File: src/rtl/f2u_pkg.sv
package f2u_pkg;
  typedef enum logic [1:0] {
    RM_NEAREST = 2'd0,
    RM_UP      = 2'd1,
    RM_DOWN    = 2'd2,
    RM_ZERO    = 2'd3
  } rmode_e;

  localparam int FLAG_W      = 3;
  localparam int FLG_INEXACT = 0;
  localparam int FLG_SAT     = 1;
  localparam int FLG_INVALID = 2;
endpackage

File: src/rtl/f2u_classify.sv
module f2u_classify #(
  parameter int EXP_W  = 8,
  parameter int FRAC_W = 23,
  parameter int OUT_W  = 32
) (
  input  logic [EXP_W+FRAC_W:0] op,
  output logic                  is_nan,
  output logic                  is_zero,
  output logic                  is_neg,
  output logic                  is_inf,
  output logic                  is_big,
  output logic [FRAC_W:0]       mant,
  output logic [EXP_W-1:0]      eff_exp
);
  localparam int BIAS = (1 << (EXP_W - 1)) - 1;
  localparam logic [EXP_W-1:0] BIG_E = EXP_W'(BIAS + OUT_W);

  logic              sgn;
  logic [EXP_W-1:0]  ex;
  logic [FRAC_W-1:0] fr;
  logic              ex_max, ex_min, fr_nz;

  assign sgn    = op[EXP_W+FRAC_W];
  assign ex     = op[EXP_W+FRAC_W-1:FRAC_W];
  assign fr     = op[FRAC_W-1:0];
  assign ex_max = &ex;
  assign ex_min = ~|ex;
  assign fr_nz  = |fr;

  assign is_nan  = ex_max & fr_nz;
  assign is_zero = ex_min & ~fr_nz;
  // sign is judged on the raw operand, ahead of any rounding
  assign is_neg  = sgn & ~is_zero & ~is_nan;
  assign is_inf  = ex_max & ~fr_nz;
  assign is_big  = (ex >= BIG_E);
  // denormals carry a hidden zero and the minimum exponent
  assign mant    = {~ex_min, fr};
  assign eff_exp = ex_min ? EXP_W'(1) : ex;
endmodule

File: src/rtl/f2u_align_round.sv
module f2u_align_round
  import f2u_pkg::*;
#(
  parameter int EXP_W  = 8,
  parameter int FRAC_W = 23,
  parameter int OUT_W  = 32
) (
  input  logic [FRAC_W:0]  mant,
  input  logic [EXP_W-1:0] eff_exp,
  input  logic [1:0]       rmode,
  output logic [OUT_W-1:0] value,
  output logic             inexact,
  output logic             carry
);
  localparam int BIAS   = (1 << (EXP_W - 1)) - 1;
  localparam int MANT_W = FRAC_W + 1;
  localparam int GRD_W  = MANT_W + 1;
  localparam int AW     = EXP_W + 2;
  localparam logic [AW-1:0] POINT = AW'(BIAS + FRAC_W);

  logic [AW-1:0]           e_ext, lsh, rsh;
  logic [MANT_W+GRD_W-1:0] wide;
  logic [OUT_W-1:0]        trunc;
  logic                    g, st, inc;
  logic [OUT_W:0]          sum;

  always_comb begin
    e_ext = {2'b00, eff_exp};
    lsh   = '0;
    rsh   = '0;
    wide  = '0;
    trunc = '0;
    g     = 1'b0;
    st    = 1'b0;
    if (e_ext >= POINT) begin
      lsh   = e_ext - POINT;
      trunc = OUT_W'(mant) << lsh;
    end else begin
      rsh = POINT - e_ext;
      if (rsh > AW'(GRD_W)) begin
        st = |mant;
      end else begin
        wide  = {mant, {GRD_W{1'b0}}} >> rsh;
        trunc = OUT_W'(wide[MANT_W+GRD_W-1:GRD_W]);
        g     = wide[GRD_W-1];
        st    = |wide[GRD_W-2:0];
      end
    end
  end

  always_comb begin
    case (rmode_e'(rmode))
      RM_NEAREST: inc = g & (st | trunc[0]);
      RM_UP:      inc = g | st;
      default:    inc = 1'b0;
    endcase
  end

  assign sum     = {1'b0, trunc} + (OUT_W + 1)'(inc);
  assign value   = sum[OUT_W-1:0];
  assign carry   = sum[OUT_W];
  assign inexact = g | st;
endmodule

File: src/rtl/f2u_convert.sv
module f2u_convert
  import f2u_pkg::*;
#(
  parameter int EXP_W  = 8,
  parameter int FRAC_W = 23,
  parameter int OUT_W  = 32
) (
  input  logic                    clk,
  input  logic                    rst_n,
  input  logic                    in_valid,
  output logic                    in_ready,
  input  logic [EXP_W+FRAC_W:0]   in_op,
  input  logic [1:0]              in_rmode,
  output logic                    out_valid,
  input  logic                    out_ready,
  output logic [OUT_W-1:0]        out_result,
  output logic [FLAG_W-1:0]       out_flags,
  output logic                    flag_any
);
  logic                 is_nan, is_zero, is_neg, is_inf, is_big;
  logic [FRAC_W:0]      mant;
  logic [EXP_W-1:0]     eff_exp;
  logic [OUT_W-1:0]     rnd_val;
  logic                 rnd_inex, rnd_carry;
  logic [OUT_W-1:0]     nxt_res;
  logic [FLAG_W-1:0]    nxt_flags;
  logic                 accept;

  f2u_classify #(.EXP_W(EXP_W), .FRAC_W(FRAC_W), .OUT_W(OUT_W)) u_cls (
    .op(in_op), .is_nan(is_nan), .is_zero(is_zero), .is_neg(is_neg),
    .is_inf(is_inf), .is_big(is_big), .mant(mant), .eff_exp(eff_exp)
  );

  f2u_align_round #(.EXP_W(EXP_W), .FRAC_W(FRAC_W), .OUT_W(OUT_W)) u_rnd (
    .mant(mant), .eff_exp(eff_exp), .rmode(in_rmode),
    .value(rnd_val), .inexact(rnd_inex), .carry(rnd_carry)
  );

  always_comb begin
    nxt_res   = '0;
    nxt_flags = '0;
    if (is_nan || is_neg) begin
      nxt_flags[FLG_INVALID] = 1'b1;
    end else if (is_zero) begin
      nxt_flags = '0;
    end else if (is_inf || is_big || rnd_carry) begin
      nxt_res                = '1;
      nxt_flags[FLG_INVALID] = 1'b1;
      nxt_flags[FLG_SAT]     = 1'b1;
    end else begin
      nxt_res                = rnd_val;
      nxt_flags[FLG_INEXACT] = rnd_inex;
    end
  end

  assign in_ready = !out_valid || out_ready;
  assign accept   = in_valid && in_ready;

  always_ff @(posedge clk or negedge rst_n) begin
    if (!rst_n) begin
      out_valid  <= 1'b0;
      out_result <= '0;
      out_flags  <= '0;
      flag_any   <= 1'b0;
    end else if (accept) begin
      out_valid  <= 1'b1;
      out_result <= nxt_res;
      out_flags  <= nxt_flags;
      flag_any   <= |nxt_flags;
    end else if (out_ready) begin
      out_valid  <= 1'b0;
    end
  end


  nan_zero_chk: assert property (@(posedge clk) disable iff (!rst_n)
    (accept && (&in_op[EXP_W+FRAC_W-1:FRAC_W]) && (|in_op[FRAC_W-1:0]))
    |=> (out_valid && out_result == '0 && out_flags[FLG_INVALID]));


  neg_invalid_chk: assert property (@(posedge clk) disable iff (!rst_n)
    (accept && in_op[EXP_W+FRAC_W] && (|in_op[EXP_W+FRAC_W-1:0]))
    |=> (out_result == '0 && out_flags[FLG_INVALID] && !out_flags[FLG_INEXACT]));


  zero_clean_chk: assert property (@(posedge clk) disable iff (!rst_n)
    (accept && in_op[EXP_W+FRAC_W-1:0] == '0)
    |=> (out_result == '0 && out_flags == '0));


  sat_value_chk: assert property (@(posedge clk) disable iff (!rst_n)
    (out_valid && out_flags[FLG_SAT]) |-> (out_result == '1 && out_flags[FLG_INVALID]));


  inexact_excl_chk: assert property (@(posedge clk) disable iff (!rst_n)
    out_valid |-> !(out_flags[FLG_INEXACT] && out_flags[FLG_INVALID]));


  clean_clear_chk: assert property (@(posedge clk) disable iff (!rst_n)
    (accept && in_op[EXP_W+FRAC_W-1:0] == '0) |=> !flag_any);


  stall_hold_chk: assert property (@(posedge clk) disable iff (!rst_n)
    (out_valid && !out_ready)
    |=> (out_valid && $stable(out_result) && $stable(out_flags)));
endmodule

File: config.mk
export PLATFORM = sky130hd
export DESIGN_NAME = f2u_convert
export DESIGN_NICKNAME = d
export VERILOG_FILES = /design/src/rtl/f2u_pkg.sv /design/src/rtl/f2u_classify.sv /design/src/rtl/f2u_align_round.sv /design/src/rtl/f2u_convert.sv
export SDC_FILE = /design/constraint.sdc
export NUM_CORES = 1
export LEC_CHECK = 0
export BUFFER_PORTS_ARGS = -buffer_cell sky130_fd_sc_hd__buf_2
export CAP_MARGIN = 30
export CORE_MARGIN = 2
export CORE_UTILIZATION = 62
export DETAILED_ROUTE_END_ITERATION = 7
export PLACE_DENSITY = 0.83
export SYNTH_ARGS = -nofsm -noshare
export SYNTH_HDL_FRONTEND = slang
export SYNTH_SLANG_ARGS = --single-unit
File: constraint.sdc
create_clock -name clk -period 2.1 [get_ports clk]
set_input_delay 0.21 -clock clk [delete_from_list [all_inputs] [get_ports clk]]
set_output_delay 0.21 -clock clk [all_outputs]
set_load 0.01 [all_outputs]
==> impl_metrics.ini, run 1 <==
[run_status]
error_line = [ERROR DPL-0038] Utilization greater than 100%, impossible to legalize
haltStage = 4_1_cts
outcome = did not finish

[synthesis]
synth.cell_area_um2 = 7310
synth_cells = 995
synth_top_cell_area_share_pct = 12.7
synth_commonest_cells = nand2_1 (103), a21oi_1 (69), nor2_1 (69)
synth_top_area_cell = dfrtp_1
synthArstFlopShare_pct = 100
syn_avg_cell_area_um2 = 7.35
synth-main-ff-cell = dfrtp_1
synthMostInstantiatedCell = nand2_1
synthTopCellsByArea = dfrtp_1 (13%), mux4_2 (6.8%), nand2_1 (5.3%), mux2i_1 (4.9%), a21oi_1 (4.7%)
ys_seq_area_share_pct = 12.7
yosysWarnings = 0
synth_nets = 1036
synth-edff-count = 0
ys_ff_latch = 37
synth_cell_types = 103

[die]
die_h_um = 113
num_rows = 39
io_pins = 76
start_util_pct = 63.8
die_w_um = 113

[clock_network]
cts_buffer_depth = 2
root_buffer = clkbuf_16
cts_max_level = 2
numCtsBuffers = 5
ctsHoldBuffers = 0
cts.sinks = 37
cts_resized = 134
postCtsSetupRepairBufs = 26

[placed_design]
dpl.hpwl_um = 32600
portBuffers = 75
gp_congestion = 1.21
pre_cts_ws_ns = -3.09
## per-stage QoR
step	std cells	hold slack (ns)	cell area, um^2
floorplan	995	-0.0856	7500
global placement	1519	0.335	10600
detailed placement	1519	0.333	10600
## cell families after synthesis
group / after synthesis / synth area share [%]
buffers and inverters: 115 / 7.22
muxes: 66 / 13.0
AOI/OAI and AO/OA: 359 / 35.5
xor gates and xnor gates: 17 / 2.04
DFF: 37 / 12.7
and+or+nand+nor: 398 / 29.1
adders and majority gates: 3 / 0.513
==> run 2, diff against run 1 <==
--- a/config.mk
+++ b/config.mk
@@ -8,9 +8,9 @@
 export BUFFER_PORTS_ARGS = -buffer_cell sky130_fd_sc_hd__buf_2
 export CAP_MARGIN = 30
 export CORE_MARGIN = 2
-export CORE_UTILIZATION = 62
+export CORE_UTILIZATION = 40
 export DETAILED_ROUTE_END_ITERATION = 7
-export PLACE_DENSITY = 0.83
+export PLACE_DENSITY_LB_ADDON = 0.15
 export SYNTH_ARGS = -nofsm -noshare
 export SYNTH_HDL_FRONTEND = slang
 export SYNTH_SLANG_ARGS = --single-unit
==> run 2 against run 1 <==
The flow now finishes, with violations (negative setup slack). Area after synthesis did not move. Synthesized cell count did not move.
==> impl_metrics.ini, run 2 <==
[synthesis]
synthMostInstantiatedCell = nand2_1
ys_ff_latch = 37
synth_cells = 995
synth_nets = 1036
synthArstFlopShare_pct = 100
synth_top_area_cell = dfrtp_1
ys_seq_area_share_pct = 12.7
synth-edff-count = 0
syn_avg_cell_area_um2 = 7.35
synth_commonest_cells = nand2_1 (103), a21oi_1 (69), nor2_1 (69)
yosysWarnings = 0
synth.cell_area_um2 = 7310
synth-main-ff-cell = dfrtp_1
synth_top_cell_area_share_pct = 12.7
synth_cell_types = 103
synthTopCellsByArea = dfrtp_1 (13%), mux4_2 (6.8%), nand2_1 (5.3%), mux2i_1 (4.9%), a21oi_1 (4.7%)

[grt]
grt_pass1_wl_um = 62200
grt_use_met2_pct = 68.6
met3_usage_pct = 6.39
grt_start_max_net_pins = 38
grt-ovfl-total = 0
antenna_found_initial = 2
grt.busiest_layer = met2
grt_pass1_vias = 10519
gr-usage-met1_pct = 51.5
grt_usage_pct = 41.0

[finish]
final_cell_mix = buf_4 (420), nand2_1 (100), buf_2 (70)
drive_gt1_share_pct = 50.5
multi_input_comb_area_um2 = 6610
diodes = 0
top_regs = out_result (32), out_flags (3)
largest_reg_flops = 32
syn_to_final_growth_pct = 67.2
regArea_um2 = 926
top_register = out_result
fin_cells = 1675
layout.nets = 1486
final_common_cell = buf_4
fillCellCount = 1505

[setup_path]
end_kind = flop
max_stage_delay_ns = 0.53
slowest_stage = or4_4
cp.arrival_ns = 4.86
path_cells = buf_8 -> nor4_4 -> buf_4 -> buf_6 -> a41oi_1 -> buf_4 -> and2_1 -> and3_1 -> or4_4 -> nor4b_2 -> nand3_1 -> a311o_1 -> nand3_4 -> a31oi_4 -> ha_4 -> ha_4 -> nor4b_4 -> nand3_4 -> buf_12 -> or4_4 -> nand3_2
worstPathRequired_ns = 2.32
critical_path_class = primary input to flop
path_max_fanout = 17
r2r_start = out_valid
crit_start = in_op[28]
start_kind = primary input

[die]
die_h_um = 139
start_util_pct = 40.7
io_pins = 76
die_w_um = 139
num_rows = 49
core_area_um2 = 18000
dieArea_um2 = 19400

[detailed_routing]
drtIter0Drc = 1185
drt-wirelength-per-cell_um = 24.8
first_pass_iters = 6
antenna_violating_nets_post_route = 0
viasPerCell = 6.51
num_vias = 10897
drc = 0
wirelength_um = 41600

[clock_network]
ctsHoldBuffers = 0
cts_tree = done
root_buffer = clkbuf_16
path_clk_slew_ns = 0.06
cts_buffer_depth = 2
numCtsBuffers = 5
clk_latency_ns = 0.28
cts_max_level = 2
cts.sinks = 37

[sta]
skew_ns = 0.00316
holdWs_ns = 0.0169
fmax_mhz = 215
rsz0062_at_grt = yes
setup_violations = 36
drv_slew = 0
hold_violations = 0
timing.final.crit_share_pct = 221
worst_slack_ns = -2.54
period_needed_ns = 4.64
worst_pin_slew_ns = 0.788
relSlewSlack_pct = 46.0

[placed_design]
portBuffers = 75
dp_cells = 1625
gp_congestion = 1.06
dpl.hpwl_um = 32500

[run_status]
failed_checks = negative setup slack
outcome = finished, violations left

[power_and_ir_drop]
power.leakage_nw = 5.49
power_density_nw_per_um2 = 389
vdd_drop_max_mv = 1.00

[job]
drv_cap = 0

[min_path]
worstHoldPathType = primary input to async pin
[run 2: cell counts after synthesis]
No cell type changed its count.
[run 2: power by group]
part           switching [mW]  total, mW  internal [mW]
clock                   0.301      0.893          0.592
combinational            1.63       3.04           1.40
sequential             0.0389      0.827          0.788
[run 2: cell families (layout without fill, tap and decap cells)]
kind of cell | Yosys count | after routing | synth area share, %
compound gates | 359 | 359 | 35.5
fa+ha+maj | 3 | 3 | 0.513
flops | 37 | 37 | 12.7
simple gates | 398 | 399 | 29.1
mux | 66 | 66 | 13.0
buf+inv | 115 | 565 | 7.22
xor+xnor | 17 | 17 | 2.04
[run 2: final timing paths]
kind                             endpoint  slack (ns)  cells after the start
setup / recovery           out_result[18]       -2.54                     21
hold / removal               out_flags[0]        0.02                      1
setup reg to reg           out_result[20]        0.10                      7
hold reg to reg              out_flags[1]        0.47                      1
max in group asynchronous  out_result[28]        1.57                      1
min in group clk                out_valid        0.14                      2
[run 2: area by class of cell]
class,count,area share [%]
tap,229,2.34
sequential,37,7.57
inverter,18,0.573
multi-input combinational,844,54.1
clock inverter,2,0.307
clock buffer,6,1.14
timing repair buffer,539,34.0
[run 2: worst max-delay path: cells and delay by family]
kind / cells / cell delay [ns]
AO/OA/AOI/OAI: 3 / 0.69
adder cells (fa/ha/maj): 2 / 0.30
buffers and inverters: 5 / 0.88
AND/OR/NAND/NOR: 11 / 2.77
[run 2: routing by layer]
layer	vias to the layer above	share of wire (%)
met2	736	46
met3	182	9.3
met4	2	6.2
li1	4811	-
met1	5166	38
met5	-	0.031
[run 2: through the flow]
stage	instance area (um^2)	setup WS [ns]	power [mW]	util, %	setup TNS [ns]
finish	12200	-2.54	4.76	68.0	-70.77
global route	12200	-2.68	4.92	68.0	-74.70
CTS	11800	-2.44	4.52	65.8	-77.68
detailed placement	10900	-2.99	3.50	60.5	-86.82
global placement	10900	-3.00	3.51	60.5	-87.12
floorplan	7500	-3.16	2.10	-	-83.63
[run 2: repair_timing]
action,4_1_cts,5_1_grt
setup endpoints to repair,36,36
resized for setup,102,111
buffers inserted,41,23
pin swaps,34,54
cloned,3,0
(Power assumes the default switching activity.)
